### config.mk
export PLATFORM = sky130hd
export DESIGN_NAME = pwm_timer_bank
export DESIGN_NICKNAME = d
export VERILOG_FILES = /design/src/rtl/pwm_pkg.sv /design/src/rtl/pwm_tick_gen.sv /design/src/rtl/pwm_channel.sv /design/src/rtl/pwm_deadzone.sv /design/src/rtl/pwm_timer_bank.sv
export SDC_FILE = /design/constraint.sdc
export NUM_CORES = 1
export LEC_CHECK = 0
export BUFFER_PORTS_ARGS = -buffer_cell sky130_fd_sc_hd__buf_2
export CELL_PAD_IN_SITES_DETAIL_PLACEMENT = 0
export CELL_PAD_IN_SITES_GLOBAL_PLACEMENT = 2
export CORE_ASPECT_RATIO = 1.2
export CORE_UTILIZATION = 42
export CTS_BUF_LIST = sky130_fd_sc_hd__clkbuf_4 sky130_fd_sc_hd__clkbuf_8
export DETAILED_ROUTE_END_ITERATION = 8
export MAX_ROUTING_LAYER = met4
export PLACE_DENSITY = 0.93
export RECOVER_POWER = 100
export REMOVE_ABC_BUFFERS = 1
export SKIP_CTS_REPAIR_TIMING = 1
export SLEW_MARGIN = 5
export SYNTH_ARGS = -nofsm -noshare
export SYNTH_HDL_FRONTEND = slang
export SYNTH_HIERARCHICAL = 1
export SYNTH_SLANG_ARGS = --single-unit
### constraint.sdc
create_clock -name clk -period 3.9 [get_ports clk]
set_input_delay 0.195 -clock clk [delete_from_list [all_inputs] [get_ports clk]]
set_output_delay 0.195 -clock clk [all_outputs]
set_load 0.005 [all_outputs]
### src/rtl/pwm_pkg.sv
package pwm_pkg;

    typedef enum logic [1:0] {
        SEL_PERIOD = 2'd0,
        SEL_CMP    = 2'd1,
        SEL_CTRL   = 2'd2,
        SEL_GLOBAL = 2'd3
    } reg_sel_e;

    // packed MSB first: dma_sel is bit 4, run is bit 0
    typedef struct packed {
        logic dma_sel;
        logic ext_sel;
        logic invert;
        logic autoreload;
        logic run;
    } ch_ctrl_t;

    localparam int CTRL_W = $bits(ch_ctrl_t);

    function automatic ch_ctrl_t to_ctrl(input logic [CTRL_W-1:0] bits);
        return ch_ctrl_t'(bits);
    endfunction

endpackage

### src/rtl/pwm_tick_gen.sv
module pwm_tick_gen #(
    parameter int PSW = 8
) (
    input  logic           clk,
    input  logic           rst,
    input  logic [PSW-1:0] div_val,
    input  logic           ext_in,
    output logic           div_tick,
    output logic           ext_tick
);
    logic [PSW-1:0] div_cnt;
    logic [2:0]     ext_sync;

    assign div_tick = (div_cnt >= div_val);
    assign ext_tick = ext_sync[1] & ~ext_sync[2];

    always_ff @(posedge clk) begin
        if (rst) begin
            div_cnt  <= '0;
            ext_sync <= '0;
        end else begin
            div_cnt  <= div_tick ? '0 : div_cnt + 1'b1;
            ext_sync <= {ext_sync[1:0], ext_in};
        end
    end
endmodule

### src/rtl/pwm_channel.sv
module pwm_channel
    import pwm_pkg::*;
#(
    parameter int CW = 16
) (
    input  logic          clk,
    input  logic          rst,
    input  logic          wr_period,
    input  logic          wr_cmp,
    input  logic          wr_ctrl,
    input  logic [CW-1:0] wr_data,
    input  logic          div_tick,
    input  logic          ext_tick,
    output logic          pwm_o,
    output logic          irq_o,
    output logic          dma_o,
    output logic          running_o,
    output logic          invert_o
);
    logic [CW-1:0] period_buf, cmp_buf, cmp_act, cnt;
    ch_ctrl_t      ctrl, ctrl_new;
    logic          running, step;

    assign ctrl_new  = to_ctrl(wr_data[CTRL_W-1:0]);
    assign step      = ctrl.ext_sel ? ext_tick : div_tick;
    assign pwm_o     = (running && (cnt <= cmp_act)) ^ ctrl.invert;
    assign running_o = running;
    assign invert_o  = ctrl.invert;

    always_ff @(posedge clk) begin
        if (rst) begin
            period_buf <= '0;
            cmp_buf    <= '0;
            cmp_act    <= '0;
            cnt        <= '0;
            ctrl       <= '0;
            running    <= 1'b0;
            irq_o      <= 1'b0;
            dma_o      <= 1'b0;
        end else begin
            irq_o <= 1'b0;
            dma_o <= 1'b0;
            if (wr_ctrl && !ctrl_new.run) begin
                running <= 1'b0;
            end else if (wr_ctrl && ctrl_new.run && !running) begin
                running <= 1'b1;
                cnt     <= period_buf;
                cmp_act <= cmp_buf;
            end else if (running && step) begin
                if (cnt == '0) begin
                    irq_o <= ~ctrl.dma_sel;
                    dma_o <= ctrl.dma_sel;
                    if (ctrl.autoreload) begin
                        cnt     <= period_buf;
                        cmp_act <= cmp_buf;
                    end else begin
                        running <= 1'b0;
                    end
                end else begin
                    cnt <= cnt - 1'b1;
                end
            end
            if (wr_period) period_buf <= wr_data;
            if (wr_cmp)    cmp_buf    <= wr_data;
            if (wr_ctrl)   ctrl       <= ctrl_new;
        end
    end
endmodule

### src/rtl/pwm_deadzone.sv
module pwm_deadzone #(
    parameter int DZW = 8
) (
    input  logic           clk,
    input  logic           rst,
    input  logic           level_i,
    input  logic [DZW-1:0] dz_val,
    input  logic           tick,
    output logic           p_o,
    output logic           n_o
);
    logic           level_q;
    logic [DZW-1:0] hold;
    logic           quiet;

    assign quiet = (hold == '0);
    assign p_o   = quiet &  level_q;
    assign n_o   = quiet & ~level_q;

    always_ff @(posedge clk) begin
        if (rst) begin
            level_q <= 1'b0;
            hold    <= '0;
        end else if (level_i != level_q) begin
            level_q <= level_i;
            hold    <= dz_val;
        end else if (!quiet && tick) begin
            hold <= hold - 1'b1;
        end
    end
endmodule

### src/rtl/pwm_timer_bank.sv
module pwm_timer_bank
    import pwm_pkg::*;
#(
    parameter int NCH = 4,
    parameter int CW  = 16,
    parameter int PSW = 8,
    parameter int DZW = 8,
    localparam int CHW = (NCH > 1) ? $clog2(NCH) : 1
) (
    input  logic           clk,
    input  logic           rst,
    input  logic           wr_en,
    input  logic [CHW-1:0] wr_ch,
    input  logic [1:0]     wr_reg,
    input  logic [CW-1:0]  wr_data,
    input  logic           ext_clk_i,
    output logic [NCH-1:0] pwm_o,
    output logic           dz_p_o,
    output logic           dz_n_o,
    output logic [NCH-1:0] irq_o,
    output logic [NCH-1:0] dma_req_o
);
    logic [PSW-1:0] div_val;
    logic [DZW-1:0] dz_val;
    logic           div_tick, ext_tick;
    logic [NCH-1:0] ch_running, ch_invert;
    reg_sel_e       sel;

    assign sel = reg_sel_e'(wr_reg);

    always_ff @(posedge clk) begin
        if (rst) begin
            div_val <= '0;
            dz_val  <= '0;
        end else if (wr_en && sel == SEL_GLOBAL) begin
            div_val <= wr_data[PSW-1:0];
            dz_val  <= wr_data[PSW+DZW-1:PSW];
        end
    end

    pwm_tick_gen #(.PSW(PSW)) u_tick (
        .clk(clk), .rst(rst), .div_val(div_val), .ext_in(ext_clk_i),
        .div_tick(div_tick), .ext_tick(ext_tick)
    );

    for (genvar i = 0; i < NCH; i++) begin : g_ch
        logic hit;
        assign hit = wr_en && (wr_ch == CHW'(i));
        pwm_channel #(.CW(CW)) u_ch (
            .clk(clk), .rst(rst),
            .wr_period(hit && sel == SEL_PERIOD),
            .wr_cmp(hit && sel == SEL_CMP),
            .wr_ctrl(hit && sel == SEL_CTRL),
            .wr_data(wr_data),
            .div_tick(div_tick), .ext_tick(ext_tick),
            .pwm_o(pwm_o[i]), .irq_o(irq_o[i]), .dma_o(dma_req_o[i]),
            .running_o(ch_running[i]), .invert_o(ch_invert[i])
        );
    end

    pwm_deadzone #(.DZW(DZW)) u_dz (
        .clk(clk), .rst(rst), .level_i(pwm_o[0]), .dz_val(dz_val),
        .tick(div_tick), .p_o(dz_p_o), .n_o(dz_n_o)
    );
endmodule

After elaboration in Yosys (flattened, before gate mapping)
Cells that the tools add are included.

word-level totals
  memory bits (writable) = 0
  memories = 0
  bits in read-only memories = 0
  flip-flop bits (word level) = 320
  input port bits = 24
  bits in latches = 0

operators by class
  add/subtract/negate cells = 6
  order comparisons = 5
  shift operators = 0
  bitwise gates (word level) = 25
  multiply operators = 0
  eq/ne operators = 15
  div/mod/pow operators = 0
  multiplexer cells = 54
  reductions and logical operators = 85

operators with widths
  cell                     count
  $mux W16                 32
  $le A16 B16 Y1           4
  $logic_not A16 Y1        4
  $sub A16 B1 Y16 const B  4
  $logic_and A1 B1 Y1      38
  $reduce_bool A2 Y1       13
  $reduce_and A3 Y1        8
  $mux W1                  20
  $reduce_or A5 Y1         4
  $not A1 Y1               18
  $mux W8                  2
  $reduce_and A4 Y1        4
  $ne A3 B1 Y1 const B     4
  $reduce_or A2 Y1         5
  $add A8 B1 Y8 const B    1
  $eq A2 B2 Y1 const B     4
  $ge A8 B8 Y1             1
  $logic_not A8 Y1         1
  $ne A2 B2 Y1 const B     4
  $sub A8 B1 Y8 const B    1
  $logic_not A1 Y1         6
  $eq A2 B1 Y1 const B     2
  $logic_not A2 Y1         2
  $xor A1 B1 Y1            4
  other kinds (2)          4

Depth between registers and ports, before layout
  depth in word-level cells = 7
  mapped depth = 12
  mapped depth without buffers = 10

By module
Netlist, hierarchy kept.

by module, submodules not included
  module                           sequential area each (µm²)  cells each  times used  area an instance (µm²)
  pwm_channel at g_ch[1].u_ch ...  1,421.4                     380         3           3,588.4
  pwm_channel at g_ch[0].u_ch      1,421.4                     395         1           3,558.4
  pwm_timer_bank                   320.3                       88          1           818.3
  pwm_tick_gen                     220.2                       66          1           619.3
  pwm_deadzone                     180.2                       69          1           573.0

Least setup slack after synthesis
No wires, ideal clock.

  kind = reg2reg
  start = register u_tick.div_cnt[0]
  end = register g_ch[0].u_ch.cmp_act[5]
  setup slack = 837 ps
  clock period less this slack = 3,063 ps
  stages on the path, launching flop included = 12
  arrival time = 2,936 ps
  cells stage by stage = dfxtp_1 -> inv_1 -> ha_1 -> nand2b_1 -> a21oi_4 -> o31ai_1 -> mux2i_1 -> a211o_1 -> a211oi_4 -> buf_6 -> mux2i_1 -> nor2_1

on the way
  longest elaborated chain between the ends = 5

ends and longest elaborated chain
  element                              RTL line              source
  from (decl)                          pwm_tick_gen.sv:11    logic [PSW-1:0] div_cnt;
  from (signal assigned)               pwm_tick_gen.sv:22    div_cnt <= div_tick ? '0 : div_cnt + 1'b1;
  $ge A8 B8 Y1                         pwm_tick_gen.sv:14    assign div_tick = (div_cnt >= div_val);
  named net div_tick                   pwm_timer_bank.sv:25  logic div_tick, ext_tick;
  $mux W1                              pwm_channel.sv:25     assign step = ctrl.ext_sel ? ext_tick : div_tick;
  $logic_and A1 B1 Y1                  pwm_channel.sv:49     end else if (running && step) begin
  $reduce_bool A2 Y1 (no source line)  n/a
  $reduce_and A4 Y1 (no source line)   n/a
  to (signal assigned)                 pwm_channel.sv:48     cmp_act <= cmp_buf;
  to (signal assigned)                 pwm_channel.sv:55     cmp_act <= cmp_buf;
  to (decl)                            pwm_channel.sv:20     logic [CW-1:0] period_buf, cmp_buf, cmp_act, cnt;

The timed path passes the listed nets, and every way through them passes these cells.
A chain may end at the register's enable or synchronous reset.

Final worst setup path
  start = register div_val[4]
  end = register g_ch[2].u_ch.cnt[4]

on the way
  longest elaborated chain between the ends = 5

ends and longest elaborated chain
  element                              RTL line              source
  from (decl)                          pwm_timer_bank.sv:23  logic [PSW-1:0] div_val;
  from (signal assigned)               pwm_timer_bank.sv:36  div_val <= wr_data[PSW-1:0];
  $ge A8 B8 Y1                         pwm_tick_gen.sv:14
  named net div_tick                   pwm_timer_bank.sv:25
  $mux W1                              pwm_channel.sv:25
  $logic_and A1 B1 Y1                  pwm_channel.sv:49
  $reduce_bool A2 Y1 (no source line)  n/a
  $reduce_and A3 Y1 (no source line)   n/a
  to (signal assigned)                 pwm_channel.sv:47     cnt <= period_buf;
  to (signal assigned)                 pwm_channel.sv:54     cnt <= period_buf;
  to (signal assigned)                 pwm_channel.sv:60     cnt <= cnt - 1'b1;
  to (decl)                            pwm_channel.sv:20

The timed path passes the listed nets, and every way through them passes these cells.

==> results.cfg <==
[floorplan]
die-area_um2 = 39690
pin_count = 38
rows = 78
die_width_um = 182.0
die_y_um = 218.0
initial_core_util_pct = 42.92
core_area_um2 = 38060

[power]
combinationalPowerShare_pct = 12.1
p_total_mw = 7.588
irDropWorstVdd_mv = 0.2360
internal-power_mw = 5.564
p_per_area_nw_per_um2 = 426.3
p_switching_mw = 2.023
p_leak_nw = 6.418
p_seq_share_pct = 44.9
swShare_pct = 26.67
clkPwrFrac_pct = 43.0

[setup_path]
worst_path_max_delay_cell = or4_2
crit_path_end_kind = register
critPathLaunchType = register
crit_family = simple AND/OR/NAND/NOR gates
critPathKind = register to register
critPathMaxFanout = 19
worst_path_largest_cell_delay_ns = 0.65
required_ns = 4.25
crit_chain = inv_1 -> ha_1 -> or4_2 -> a21oi_1 -> o31ai_1 -> buf_4 -> mux2i_1 -> a21oi_1 -> o21ai_4 -> nand2b_1 -> o32ai_1
arrival_ns = 3.83
cp.buffers_inverters = 2
crit_top_cell = a21oi_1

[synthesis]
yosysWarningCount = 6
synth_cell_type_count = 82
synth_cells = 1758
synth.cell_area_um2 = 16330
ys_seq_area_share_pct = 39.22
synth.top_cell.area_share_pct = 39.22
synth_edf_count = 0
yosysTopAreaCell = dfxtp_1
yosys-top-cells-area = dfxtp_1 39%, mux2i_1 16%, nor2_1 6.5%, ha_1 6.4%, inv_1 3.2%
ys.flop_type = dfxtp_1
ys_async_sr_fraction_pct = 0
syn_avg_cell_area_um2 = 9.291
ys_ff_latch = 320

[layout]
final_cell_count_no_fill = 2297
final-seq-area_um2 = 6406
syn_to_final_growth_pct = 8.962
diodes = 0
fillers = 3674
multiInputGateArea_um2 = 8756
nNetsFinal = 1885
layout-drive-gt1-share_pct = 10.90

[global_route]
grt_overflow = 0
grt_use_total_pct = 21.94
grt_pass1_wl_um = 67350
first_global_vias = 12360
grt_max_degree = 153
antenna_found_initial = 0

[timing]
setup-tns-final_ns = 0
hold_viol_final = 0
final.setup.worst_slack_ns = 0.4177
period_needed_ns = 3.482
max_slew_margin_pct = -127.9
fmaxAchievable_mhz = 287.2
slew_violations = 247
rsz0062_at_grt = no
worstMarginPinSlew_ns = 3.418
setup_violations = 0
finalClockSkew_ns = 0.03525
fin_crit_sh_pct = 89.29

[cts]
cts.clk_slew.worst_paths_ns = 0.06
cts_num_sinks = 320
clock_latency_ns = 0.61
ctsHtreeMaxLevel = 2
cts_tree = done
cts_made_buffers = 52
clockBufferDepth = 3
root_buffer = clkbuf_8

[routing]
drtIter0Drc = 746
drt-wirelength-per-cell_um = 18.34
drt_first_pass_iters = 4
viasPerCell = 5.508
ant_nets = 0
drc_errors = 0
num_vias = 12650
drt_wl_total_um = 42140

[placement]
gp_congestion = 0.8682
port_buffers = 37
dp_slack_ns = 0.6638
hpwl_um = 27590
place_inst = 2203

[hold_path]
holdCritPathClass = primary input to register

[flow_run]
max_cap_viol_count = 3

[run_status]
outcome = finished, violations left
violations = max-capacitance violations, max-slew violations
-- layout by cell type, fill, tap and decap left out, drive strengths merged, types with 5 or more instances in the layout --
cell,netlist,layout
nand2b,40,40
a2111oi,13,13
mux2i,265,265
a21oi,84,84
nor2b,16,16
o21ai,29,29
inv,138,139
or4,11,11
dfxtp,320,320
nand2,56,56
or2,7,7
xor2,5,5
a311oi,11,11
o21a,7,7
nand3b,5,5
buf,62,38
nand4,34,34
a2bb2oi,8,8
a31oi,8,8
o32ai,36,36
o2111ai,7,7
nor2,286,286
nor3,31,31
nor4b,8,8
clkbuf,34,111
or3b,6,6
nand3,32,32
ha,83,83
o211ai,14,14
nor4,21,21
or3,17,17
o311ai,10,10
-- metrics by stage --
stage	area [um2]	hold slack, ns	util (%)
after floorplan	15740	0.2639	-
after CTS	17940	-0.2377	47.14
after global placement	16760	0.4094	44.03
after detailed placement	16760	0.4098	44.03
final	17800	0.02226	46.76
after global routing	17800	0.01686	46.76
-- cell families (layout without fill, tap and decap cells) --
group	after synthesis	count (layout)	share of synthesized area [%]
AND/OR/NAND/NOR	584	584	18.79
multiplexers	265	265	16.24
adder cells (fa/ha/maj)	83	83	6.358
buffers and inverters	234	293	6.817
XOR/XNOR	7	7	0.3753
AO/OA/AOI/OAI	265	265	12.20
flip-flops	320	320	39.22
-- power by group through the flow --
stage | Combinational [mW] | Sequential [mW] | Clock (mW)
finish | 0.915 | 3.41 | 3.26
global route | 0.998 | 3.42 | 3.48
CTS | 0.933 | 3.41 | 3.35
detailed placement | 0.928 | 3.48 | 0
global placement | 0.914 | 3.48 | 0
floorplan | 0.615 | 3.46 | 0
-- cells in the mapped netlist (7+ instances only) --
cell       count
nor3_1        28
o32ai_1       36
a2111oi_0      8
buf_6         17
or4_1          7
nor2_1       285
buf_2         19
nor2b_1       16
inv_1        138
nand2b_1      40
a21oi_1       83
clkbuf_1      34
dfxtp_1      320
o2111ai_1      7
a311oi_1      11
o211ai_1      14
nand2_1       52
nor4_4         7
nand3_1       32
buf_1         17
nand4_1       30
or3_1         13
mux2i_1      265
o21ai_0       26
ha_1          83
o21a_1         7
a31oi_1        8
a2bb2oi_1      8
nor4_1        11
o311ai_0       9
-- layout make-up --
class,instances,share of cell area [%]
clock buffers,88,6.348
clock inverters,5,0.3023
inverters,138,2.910
multi-input cells,1204,49.20
flip-flops and latches,320,35.99
well taps,480,3.374
repair buffers,62,1.877
-- state kept, by name, indices dropped and copies added (netlist names), 4 cells and up --
signal and cells:
u_dz/hold 8, dz_val 8, g_ch.u_ch/ctrl 12, g_ch.u_ch/cmp_buf 64, g_ch.u_ch/cmp_act 64, g_ch.u_ch/dma_o 4
g_ch.u_ch/period_buf 64, g_ch.u_ch/irq_o 4, u_tick/div_cnt 8, g_ch.u_ch/running_o 4, g_ch.u_ch/cnt 64, div_val 8
g_ch.u_ch/invert_o 4
-- routing by layer --
layer / global-route usage, % / wire length (um)
met5: - / 0
met4: 8.123 / 1329
met3: 2.889 / 1565
met2: 36.13 / 19810
met1: 27.39 / 19430
-- final timing paths --
check | from | to | slack, ns | depth (start not counted)
setup / recovery | div_val[4] | g_ch[2].u_ch/cnt[4] | 0.42 | 11
hold / removal | rst | g_ch[0].u_ch/period_buf[10] | 0.02 | 2
hold reg to reg | g_ch[3].u_ch/ctrl[4] | g_ch[3].u_ch/irq_o | 0.44 | 1
setup reg to reg | div_val[4] | g_ch[2].u_ch/cnt[4] | 0.42 | 11
Note: power is estimated with default switching activity, not from simulation.
